## src/rtl/pmr_pkg.sv

```systemverilog
// Shared types and per-register attributes of the paged register file.
// Assumes 16-bit registers and a 5-bit address; attribute functions are
// evaluated at elaboration time only.
package pmr_pkg;
    localparam int DW = 16;
    localparam int AW = 5;
    localparam int EXT_LO = 16;
    localparam int TOP_IDX = 30;
    localparam int PAGE_ADDR = 31;
    localparam logic [DW-1:0] PG_MAIN = 16'h0000;
    localparam logic [DW-1:0] PG_E1 = 16'h0001;
    localparam logic [DW-1:0] PG_E2 = 16'h0002;
    localparam logic [DW-1:0] PG_GP = 16'h0010;
    localparam logic [DW-1:0] PAGE_WMASK = 16'h001F;
    localparam logic [DW-1:0] CTRL0_DFLT = 16'h1140;
    localparam logic [DW-1:0] CTRL0_WMASK = 16'h7FFF;
    localparam int SRST_BIT = 15;
    localparam int PD_BIT = 11;

    typedef enum logic [1:0] {BK_MAIN, BK_EXT1, BK_EXT2, BK_GP} bank_e;
    typedef enum logic [2:0] {T_CTRL0, T_MAIN, T_EXT1, T_EXT2, T_GP, T_PAGE} tgt_e;

    // Writable-bit mask of register i in bank b.
    function automatic logic [DW-1:0] reg_wmask(bank_e b, int i);
        case (b)
            BK_MAIN: return (i < EXT_LO) ? 16'h00FF : 16'h0FFF;
            BK_EXT1: return 16'h3FFF;
            BK_EXT2: return 16'hFFF0;
            default: return 16'hFFFF;
        endcase
    endfunction

    // Bits of register i in bank b that survive a soft reset.
    function automatic logic [DW-1:0] reg_smask(bank_e b, int i);
        case (b)
            BK_MAIN: return (i < EXT_LO) ? 16'h0000 : 16'h0F00;
            BK_EXT1: return 16'h3000;
            BK_EXT2: return 16'h0F00;
            default: return 16'hFF00;
        endcase
    endfunction
endpackage

```

## src/rtl/pmr_decode.sv

```systemverilog
// Address decoder: maps address and page code to a target store.
// Assumes the page code arrives already masked to its writable bits.
module pmr_decode
    import pmr_pkg::*;
(
    input  logic [AW-1:0] addr,
    input  logic [DW-1:0] page,
    output tgt_e          tgt
);
    // Pick the store reached by this address under the current page.
    always_comb begin
        if (addr == AW'(PAGE_ADDR))
            tgt = T_PAGE;
        else if (page == PG_GP)
            tgt = T_GP;
        else if (addr >= AW'(EXT_LO))
            tgt = (page == PG_E1) ? T_EXT1 : (page == PG_E2) ? T_EXT2 : T_MAIN;
        else if (addr == '0)
            tgt = T_CTRL0;
        else
            tgt = T_MAIN;
    end
endmodule

```

## src/rtl/pmr_bank.sv

```systemverilog
// One bank of masked registers at indices FIRST..LAST.
// Reserved bits hold 0; sticky bits keep their value on soft_rst.
// Assumes idx is shared by the read and the write path.
module pmr_bank
    import pmr_pkg::*;
#(
    parameter bank_e BANK = BK_MAIN,
    parameter int FIRST = 0,
    parameter int LAST = 30
)
(
    input  logic          clk,
    input  logic          rst_n,
    input  logic          soft_rst,
    input  logic          wr_en,
    input  logic [AW-1:0] idx,
    input  logic [DW-1:0] wdata,
    output logic [DW-1:0] rdata
);
    logic [DW-1:0] q [FIRST:LAST];

    for (genvar g = FIRST; g <= LAST; g++) begin : g_reg
        localparam logic [DW-1:0] WM = reg_wmask(BANK, g);
        localparam logic [DW-1:0] SM = reg_smask(BANK, g);
        // Hold one register: clear, keep sticky bits, or merge a write.
        always_ff @(posedge clk) begin
            if (!rst_n)
                q[g] <= '0;
            else if (soft_rst)
                q[g] <= q[g] & SM;
            else if (wr_en && idx == AW'(g))
                q[g] <= (q[g] & ~WM) | (wdata & WM);
        end
    end

    // Select the addressed register for reading.
    always_comb begin
        rdata = '0;
        for (int k = FIRST; k <= LAST; k++)
            if (idx == AW'(k)) rdata = q[k];
    end
endmodule

```

## src/rtl/pmr_ctrl0.sv

```systemverilog
// Main control register 0: bit 15 is a self-clearing soft reset,
// never stored; other writable bits are plain control, non-sticky.
module pmr_ctrl0
    import pmr_pkg::*;
(
    input  logic          clk,
    input  logic          rst_n,
    input  logic          wr_en,
    input  logic [DW-1:0] wdata,
    output logic          soft_rst,
    output logic [DW-1:0] q
);
    // A write with the reset bit set requests a soft reset.
    assign soft_rst = wr_en && wdata[SRST_BIT];

    // Hold the control word; soft reset reloads the default.
    always_ff @(posedge clk) begin
        if (!rst_n || soft_rst)
            q <= CTRL0_DFLT;
        else if (wr_en)
            q <= wdata & CTRL0_WMASK;
    end
endmodule

```

## src/rtl/pmr_top.sv

```systemverilog
// Paged management register file with one registered access port.
// Assumes at most one access per cycle; reads return a cycle later.
module pmr_top
    import pmr_pkg::*;
(
    input  logic          clk,
    input  logic          rst_n,
    input  logic          acc_en,
    input  logic          acc_wr,
    input  logic [AW-1:0] acc_addr,
    input  logic [DW-1:0] acc_wdata,
    output logic          rd_valid,
    output logic [DW-1:0] rd_data,
    output logic          pwr_down
);
    tgt_e          tgt;
    logic [DW-1:0] page_q;
    logic [DW-1:0] ctrl0_q;
    logic [DW-1:0] main_rd, e1_rd, e2_rd, gp_rd;
    logic          wr, soft_rst;
    logic          rd_req;

    assign wr     = acc_en && acc_wr;
    assign rd_req = acc_en && !acc_wr;

    pmr_decode u_dec (.addr(acc_addr), .page(page_q), .tgt(tgt));

    pmr_ctrl0 u_ctrl0 (
        .clk(clk), .rst_n(rst_n), .wr_en(wr && tgt == T_CTRL0),
        .wdata(acc_wdata), .soft_rst(soft_rst), .q(ctrl0_q)
    );

    pmr_bank #(.BANK(BK_MAIN), .FIRST(1), .LAST(TOP_IDX)) u_main (
        .clk(clk), .rst_n(rst_n), .soft_rst(soft_rst), .wr_en(wr && tgt == T_MAIN),
        .idx(acc_addr), .wdata(acc_wdata), .rdata(main_rd)
    );
    pmr_bank #(.BANK(BK_EXT1), .FIRST(EXT_LO), .LAST(TOP_IDX)) u_ext1 (
        .clk(clk), .rst_n(rst_n), .soft_rst(soft_rst), .wr_en(wr && tgt == T_EXT1),
        .idx(acc_addr), .wdata(acc_wdata), .rdata(e1_rd)
    );
    pmr_bank #(.BANK(BK_EXT2), .FIRST(EXT_LO), .LAST(TOP_IDX)) u_ext2 (
        .clk(clk), .rst_n(rst_n), .soft_rst(soft_rst), .wr_en(wr && tgt == T_EXT2),
        .idx(acc_addr), .wdata(acc_wdata), .rdata(e2_rd)
    );
    pmr_bank #(.BANK(BK_GP), .FIRST(0), .LAST(TOP_IDX)) u_gp (
        .clk(clk), .rst_n(rst_n), .soft_rst(soft_rst), .wr_en(wr && tgt == T_GP),
        .idx(acc_addr), .wdata(acc_wdata), .rdata(gp_rd)
    );

    // Page selector: masked write, cleared by hard and soft reset.
    always_ff @(posedge clk) begin
        if (!rst_n || soft_rst)
            page_q <= PG_MAIN;
        else if (wr && tgt == T_PAGE)
            page_q <= acc_wdata & PAGE_WMASK;
    end

    // Register the read word of the addressed target.
    always_ff @(posedge clk) begin
        if (!rst_n) begin
            rd_valid <= 1'b0;
            rd_data  <= '0;
        end else begin
            rd_valid <= rd_req;
            if (rd_req) begin
                case (tgt)
                    T_CTRL0: rd_data <= ctrl0_q;
                    T_MAIN:  rd_data <= main_rd;
                    T_EXT1:  rd_data <= e1_rd;
                    T_EXT2:  rd_data <= e2_rd;
                    T_GP:    rd_data <= gp_rd;
                    default: rd_data <= page_q;
                endcase
            end
        end
    end

    assign pwr_down = ctrl0_q[PD_BIT];
endmodule

```

## config.mk

```make
export PLATFORM = sky130hd
export DESIGN_NAME = pmr_top
export DESIGN_NICKNAME = d
export VERILOG_FILES = /design/src/rtl/pmr_pkg.sv /design/src/rtl/pmr_decode.sv /design/src/rtl/pmr_bank.sv /design/src/rtl/pmr_ctrl0.sv /design/src/rtl/pmr_top.sv
export SDC_FILE = /design/constraint.sdc
export NUM_CORES = 2
export LEC_CHECK = 0
export BUFFER_PORTS_ARGS = -buffer_cell sky130_fd_sc_hd__buf_2
export CORE_MARGIN = 2
export CORE_UTILIZATION = 57
export DETAILED_ROUTE_END_ITERATION = 10
export PLACE_DENSITY = 0.83
export SLEW_MARGIN = 20
export SYNTH_ARGS = -nofsm -noshare
export SYNTH_HDL_FRONTEND = slang
export SYNTH_SLANG_ARGS = --single-unit
```

## constraint.sdc

```tcl
create_clock -name clk -period 4.05 [get_ports clk]
set_input_delay 0.81 -clock clk [delete_from_list [all_inputs] [get_ports clk]]
set_output_delay 0.81 -clock clk [all_outputs]
set_load 0.05 [all_outputs]
```

-- Yosys cells after proc, flatten, opt, wreduce, memory -nomap -nowiden
Memory sizes are Yosys's and may differ from the RTL's.
Index checks and enable logic that the tools add are counted.
- register bits after elaboration: 37
- RAM bits: 1456
- input port bits: 25
- output and inout bits: 18
- word-level logic and storage cells: 1043
- memories kept: 4
- magnitude comparators: 1
- eq/ne operators: 39
- multiplexer cells: 648
- bitwise operators: 242
- reduce and logical (&&, ||, !) cells: 105
- memory list (memory ; depth ; width ; rd ports ; clocked after Yosys merged registers in ; write ports ; line ; text):
    u_gp.q ; 31 ; 16 ; 31 ; 0 ; 31 ; pmr_bank.sv:20 ; logic [DW-1:0] q [FIRST:LAST];
    u_main.q ; 30 ; 16 ; 30 ; 0 ; 30 ; pmr_bank.sv:20 ;
    u_ext1.q ; 15 ; 16 ; 15 ; 0 ; 15 ; pmr_bank.sv:20 ;
    u_ext2.q ; 15 ; 16 ; 15 ; 0 ; 15 ; pmr_bank.sv:20 ;
- operators with widths (cell ; count):
    16-bit 2-to-1 mux ; 273
    1-bit 2-to-1 mux ; 369
    16-bit by 12-bit OR with 16-bit output ; 15
    16-bit by 14-bit OR with 16-bit output ; 15
    16-bit by 8-bit OR with 16-bit output ; 15
    4-bit by 16-bit OR with 16-bit output ; 15
    1-bit OR ; 182
    1-bit logical AND ; 100
    5-bit == test, second input constant ; 17
    16-bit case mux with 5 select lines ; 1
    5-bit by 4-bit == test with 1-bit output, second input constant ; 8
    5-bit by 3-bit == test with 1-bit output, second input constant ; 4
    5-bit by 2-bit == test with 1-bit output, second input constant ; 3
    3-bit 2-to-1 mux ; 4
    5-bit by 1-bit == test with 1-bit output, second input constant ; 2
    3-bit by 2-bit == test with 1-bit output, second input constant ; 2
    3-bit == test, second input constant ; 2
    5-bit greater-or-equal comparator, second input constant ; 1
    5-bit zero test ; 1
    3-bit by 1-bit == test with 1-bit output, second input constant ; 1
    3-bit zero test ; 1
    1-bit zero test ; 2
    2-bit 2-to-1 mux ; 1
    1-bit logical OR ; 1

-- Depth between registers and ports, before layout
- depth in word-level cells: 33
- gate-level depth with buffers: 13
- gate-level depth less buffers: 8

-- Hierarchy
A second synthesis with hierarchy kept.
- cells, all modules: 5309
- area total of the unflattened synthesis: 61367.6 µm²
- modules (own cells, without submodules) (module ; times used ; cells an instance ; area an instance (µm²) ; sequential area each (µm²)):
    pmr_bank (u_gp) ; 1 ; 2098 ; 24389.6 ; 14894.3
    pmr_bank (u_main) ; 1 ; 1358 ; 15292.2 ; 9008.6
    pmr_bank (u_ext1) ; 1 ; 867 ; 10448.8 ; 6306.0
    pmr_bank (u_ext2) ; 1 ; 752 ; 8986.1 ; 5405.2
    pmr_top ; 1 ; 156 ; 1473.9 ; 440.4
    pmr_ctrl0 ; 1 ; 57 ; 621.8 ; 300.3
    pmr_decode ; 1 ; 21 ; 155.1 ; 0.0

-- Least setup slack after synthesis
Ideal clock, no wire load.
- kind: input port to flip-flop
- from: in acc_addr[2]
- to: reg u_ext1.q[1][224] (netlist name)
- library setup time: 0.398 ns
- arrival time: 3.457 ns
- required time: 3.652 ns
- slack: 0.195 ns
- stages on the path: 11
- path buffers: 4
- path through: buf_2 and3_1 buf_2 nand2_1 nand3_2 nor3_4 a21bo_2 buf_2 or3_1 clkbuf_1 o21ai_0
- RTL lines (element ; line ; text):
    start: declaration ; pmr_top.sv:10 ; input logic [AW-1:0] acc_addr,

-- Worst setup path after layout
- from: in acc_addr[0]
- to: reg rd_data[9]
- longest elaborated chain between the ends: 33
- elaborated cells between the ends (all ways): 134
- classes of those cells: order compare (1); eq/ne (35); mux (96); reduce/logical (2)
- ends and longest elaborated chain (element ; line ; text):
    5-bit zero test ; pmr_decode.sv:18, pmr_bank.sv:40 ;
    16-bit 2-to-1 mux (31 in a row) ; pmr_bank.sv:40 ; if (idx == AW'(k)) rdata = q[k];
    16-bit case mux with 5 select lines * ; pmr_top.sv:66 ; case (tgt)
    end signal: assignment ; pmr_top.sv:67 ; T_CTRL0: rd_data <= ctrl0_q;
    end signal: assignment ; pmr_top.sv:68 ; T_MAIN: rd_data <= main_rd;
    end signal: assignment ; pmr_top.sv:69 ; T_EXT1: rd_data <= e1_rd;
    end: declaration ; pmr_top.sv:13 ; output logic [DW-1:0] rd_data,
Every way passes the cells marked *; elsewhere a longest branch is shown, timed or not.
A chain may end at the register's enable or synchronous reset.

==> results by stage <==
Synthesis:
- Sequential elements use approximately 64% of the synthesized area.
- The biggest area contributor in the post-synthesis netlist is sky130_fd_sc_hd__edfxtp_1.
- For this run, the number of Yosys warnings is 0.
- In the synthesized netlist, the number of instances is about 4800.
- The post-synthesis area per instance is between 10 and 15 um2.
- The area share of the leading cell type in the synthesized netlist is a little over three fifths.
- The commonest cells after synthesis are sky130_fd_sc_hd__edfxtp_1 (1186), sky130_fd_sc_hd__and3_1 (1092), sky130_fd_sc_hd__clkbuf_1 (445).
- The number of nets handed over by synthesis was approximately 4800.
- Among all cell types in the netlist, the one instantiated most often is sky130_fd_sc_hd__edfxtp_1.
- The flip-flop cell with the highest count after synthesis is sky130_fd_sc_hd__edfxtp_1.
- The number of enable flip-flop cells after synthesis is 1186.
- The synthesized design contains 1223 register bits.
- The share of flip-flops with an asynchronous set or reset is 0%.
- The unique cell type count in the Yosys netlist is between 70 and 80.
- Yosys attributes the largest share of cell area to sky130_fd_sc_hd__edfxtp_1 (63%), sky130_fd_sc_hd__and3_1 (12%), sky130_fd_sc_hd__a22oi_1 (3.2%).
- The combined area of all synthesized cells is about 0.056 mm2.

Power and ir drop:
- The power spent charging and discharging nets is 6666 uW.
- Power spread over the standard cell area amounts to 433.0 mW/mm2.
- The net switching share of the total power is between 20% and 30%.
- The internal cell power is 21140 uW.
- The portion of total power attributed to the clock network is between 40% and 50%.
- The worst-case IR drop observed on VDD is roughly 360 uV.
- The leakage power figure is 0.02711 uW.
- Sequential cells account for between 50 and 60% of the total power.
- Per report_power, the combinational group accounts for ~7.1% of the total.

Routing:
- The first-pass iteration count of the detailed router is 9.
- The number of design rule violations left after detail routing is 0.
- The average wire length per cell after detail routing is ~34 um.
- The initial detailed-routing violation count is ~10000.
- The number of vias in the routed layout is 45940.
- After detailed routing, the number of vias per cell comes to between 7 and 8.
- The post-detailed-route count of antenna-violating nets is 0.
- The total routed wirelength is 211000 um.

Run status:
- The flow ran to the end, and the final reports show no timing, DRC or antenna violations.

Floorplanning:
- The number of top-level design ports is 43.
- The die span in y is roughly 320 um.
- The initial core utilization is 57.37%.
- After floorplanning, the core was sized to cover 0.09828 mm2.
- The die area is between 0.1 and 0.15 mm2.
- The standard-cell row count is ~120.
- The die extent in x is 318.5 um.

Critical path:
- For the worst setup path, the data required time is around 4.7 ns.
- The critical setup path kind is in2reg.
- The largest individual stage delay along the critical path comes from the cell sky130_fd_sc_hd__a2111oi_1.
- The gate family responsible for the most delay along the worst path is compound AO/OA/AOI/OAI gates.
- Counting cells, the worst reg-to-reg path comes to 10.
- The buffering stage count on the worst path with inverters included is 3.
- STA puts the critical path data arrival time at between 4 and 5 ns.
- The critical path goes through buf_4 > or2_2 > nor2_2 > buf_12 > a22oi_1 > nand2_1 > a2111oi_1 > a21oi_1 > o41ai_1 > buf_4 > o211ai_1.
- The maximum fanout encountered on the critical timing path is 19.
- STA classifies the critical path endpoint as a flop.
- The critical path crosses 11 cells after its start point.
- By instance count, the cell type seen most on the critical path is sky130_fd_sc_hd__buf_4.
- STA classifies the critical path startpoint as an input port.
- The origin of the critical flop-to-flop path is page_q[4].
- The critical path starts at acc_addr[0].
- In this design, the stage delay of the slowest critical-path cell is 0.92 ns.

CTS:
- The number of gates given a new drive strength after cts is 0.
- The total of hold buffers inserted after clock tree synthesis is 0.
- CTS built an H-tree with a depth of 3.
- TritonCTS built the clock tree.
- After clock tree synthesis, the setup repair step added 0 buffers.
- No sink is reached through more buffers than the 3 on the longest clock path.
- The CTS sink count is between 1000 and 1500.
- Buffers inserted during clock tree synthesis total between 100 and 150.
- The tree is rooted in a sky130_fd_sc_hd__clkbuf_16.
- The clock latency reported for the late side of the worst-skew pair is around 0.74 ns.
- After clock tree synthesis, the clock-pin slew on the worst setup and hold paths is about 0.070 ns.

STA:
- The worst clock skew is slightly above 0.03 ns.
- The final number of hold-violating endpoints was 0.
- The number of max-slew violations in the final report was 0.
- Measured against its own limit, the worst slew margin works out to between 15 and 20%.
- After layout, the worst path uses ~92% of the clock period.
- For the pin with the worst max-slew slack, the measured transition is 1.232 ns.
- Static timing analysis puts the maximum clock frequency at between 0.2 and 0.3 GHz.
- Setup repair after global routing left no endpoint under its margin.
- The final-report setup violation count is 0.
- The smallest clock period supported by the final layout is computed as around 3.7 ns.
- The final total negative setup slack is 0 ns.

Global routing:
- The total global routing track utilization is between 40% and 50%.
- The global-route wire length before repair is ~300000 um.
- The initial antenna violation count is 9.
- The total overflow left after global routing is 0.
- Entering global routing, the biggest net connects a little under 100 pins.
- The via count of the first global-routing pass was 42620.

Min path:
- The worst hold path belongs to the class reg2reg.
- The launch instance of the worst min-delay path is u_ctrl0.q[9].
- The number of cells traversed by the worst hold path is 2.

Place:
- The routability-driven placement congestion ratio is 1.012.
- Input and output buffers added on the ports amount to 42.
- Detailed placement ended at an HPWL of 137200 um.
- The number of cells after detailed placement is 5961.

Layout:
- Once layout is complete, the utilization of the core stands at about 65%.
- The filler cells instantiated in the layout total slightly below 7000.
- The net count of the finished layout is 4820.
- The post-route non-filler standard cell count is 6188.
- The share of cells above drive strength 1 is ~15%.
- The area growth from synthesis to final layout is 13.91%.

Run:
- The number of max-capacitance violations reported is 0.
-- path summary, 6_finish.rpt --
check	end	slack, ns
hold / removal	u_ctrl0.q[9]	0.46
setup reg to reg	u_gp.q[0][50]	0.95
setup / recovery	rd_data[9]	0.31
hold reg to reg	u_ctrl0.q[9]	0.46
-- routing by layer --
| metal | part of all wire [%] | track usage [%] | up-vias |
|---|---|---|---|
| li1 | - | - | 18290 |
| met1 | 33 | 54.77 | 21780 |
| met2 | 42 | 57.98 | 4902 |
| met3 | 18 | 13.57 | 961 |
| met4 | 7.3 | 23.33 | 10 |
| met5 | 0.030 | 0 | - |
-- cell usage in the layout, fill, tap and decap left out, types with 30 or more instances in the layout --
cell type                      n
sky130_fd_sc_hd__dfxtp_1      37
sky130_fd_sc_hd__buf_2        39
sky130_fd_sc_hd__a21oi_1     164
sky130_fd_sc_hd__o22ai_1      42
sky130_fd_sc_hd__a22oi_1     243
sky130_fd_sc_hd__a22o_1       36
sky130_fd_sc_hd__nand3_1      50
sky130_fd_sc_hd__buf_4       391
sky130_fd_sc_hd__a31oi_1      30
sky130_fd_sc_hd__nor3_1       35
sky130_fd_sc_hd__and3_1     1092
sky130_fd_sc_hd__edfxtp_1   1186
sky130_fd_sc_hd__nor2_1      196
sky130_fd_sc_hd__clkbuf_16   120
sky130_fd_sc_hd__o21ai_0     155
sky130_fd_sc_hd__nand4_1      45
sky130_fd_sc_hd__buf_12       66
sky130_fd_sc_hd__nand2_1     422
sky130_fd_sc_hd__a221oi_1     55
-- cell type report --
class | instances | area (um2) | share of cell area, %
diodes | 4 | 10.01 | 0.01558
clock buffers | 143 | 3119 | 4.857
clock inverters | 80 | 830.8 | 1.294
inverters | 14 | 52.55 | 0.08182
multi-input cells | 2941 | 17800 | 27.71
flip-flops and latches | 1223 | 36350 | 56.60
well taps | 1287 | 1610 | 2.507
repair buffers | 496 | 4452 | 6.931
-- state kept, by name, indices dropped and copies added (netlist names) --
register,flops
page_q,5
u_main.q,300
u_ctrl0.q,15
u_ext2.q,180
rd_valid,1
rd_data,16
u_gp.q,496
u_ext1.q,210
-- stage by stage --
step | setup WS (ns) | hold slack, ns | cell area [um2] | power, uW
CTS | 0.7474 | 0.4515 | 64220 | 27560
global placement | 0.07564 | 0.4382 | 60270 | 16450
floorplan | 0.1950 | 0.4317 | 56380 | 15430
detailed placement | 0.04531 | 0.4421 | 60270 | 16490
finish | 0.3135 | 0.4570 | 64230 | 27810
global route | 0.3251 | 0.4741 | 64220 | 28210
-- logic make-up after synthesis --
kind of cell | count (synthesis) | synth area share (%)
compound gates | 928 | 11.33
xor+xnor | 1 | 0.01554
buf+inv | 600 | 4.294
flops | 1223 | 64.48
mux | 43 | 0.8699
simple gates | 1969 | 19.01
-- tightest hold or removal path, delay by kind of cell (launching register included) --
| kind | cells | cell delay [ns] |
|---|---|---|
| DFF | 1 | 0.31 |
| and+or+nand+nor | 1 | 0.05 |
| AOI/OAI and AO/OA | 1 | 0.05 |
-- power by group through the flow --
stage | Clock (uW) | Combinational (uW) | Sequential (uW)
after floorplan | 0 | 835 | 14600
after global placement | 0 | 1810 | 14600
after detailed placement | 0 | 1840 | 14700
after CTS | 11300 | 1850 | 14400
after global routing | 11800 | 1960 | 14400
final | 11400 | 1970 | 14400
Note: power is estimated with default switching activity, not from simulation.
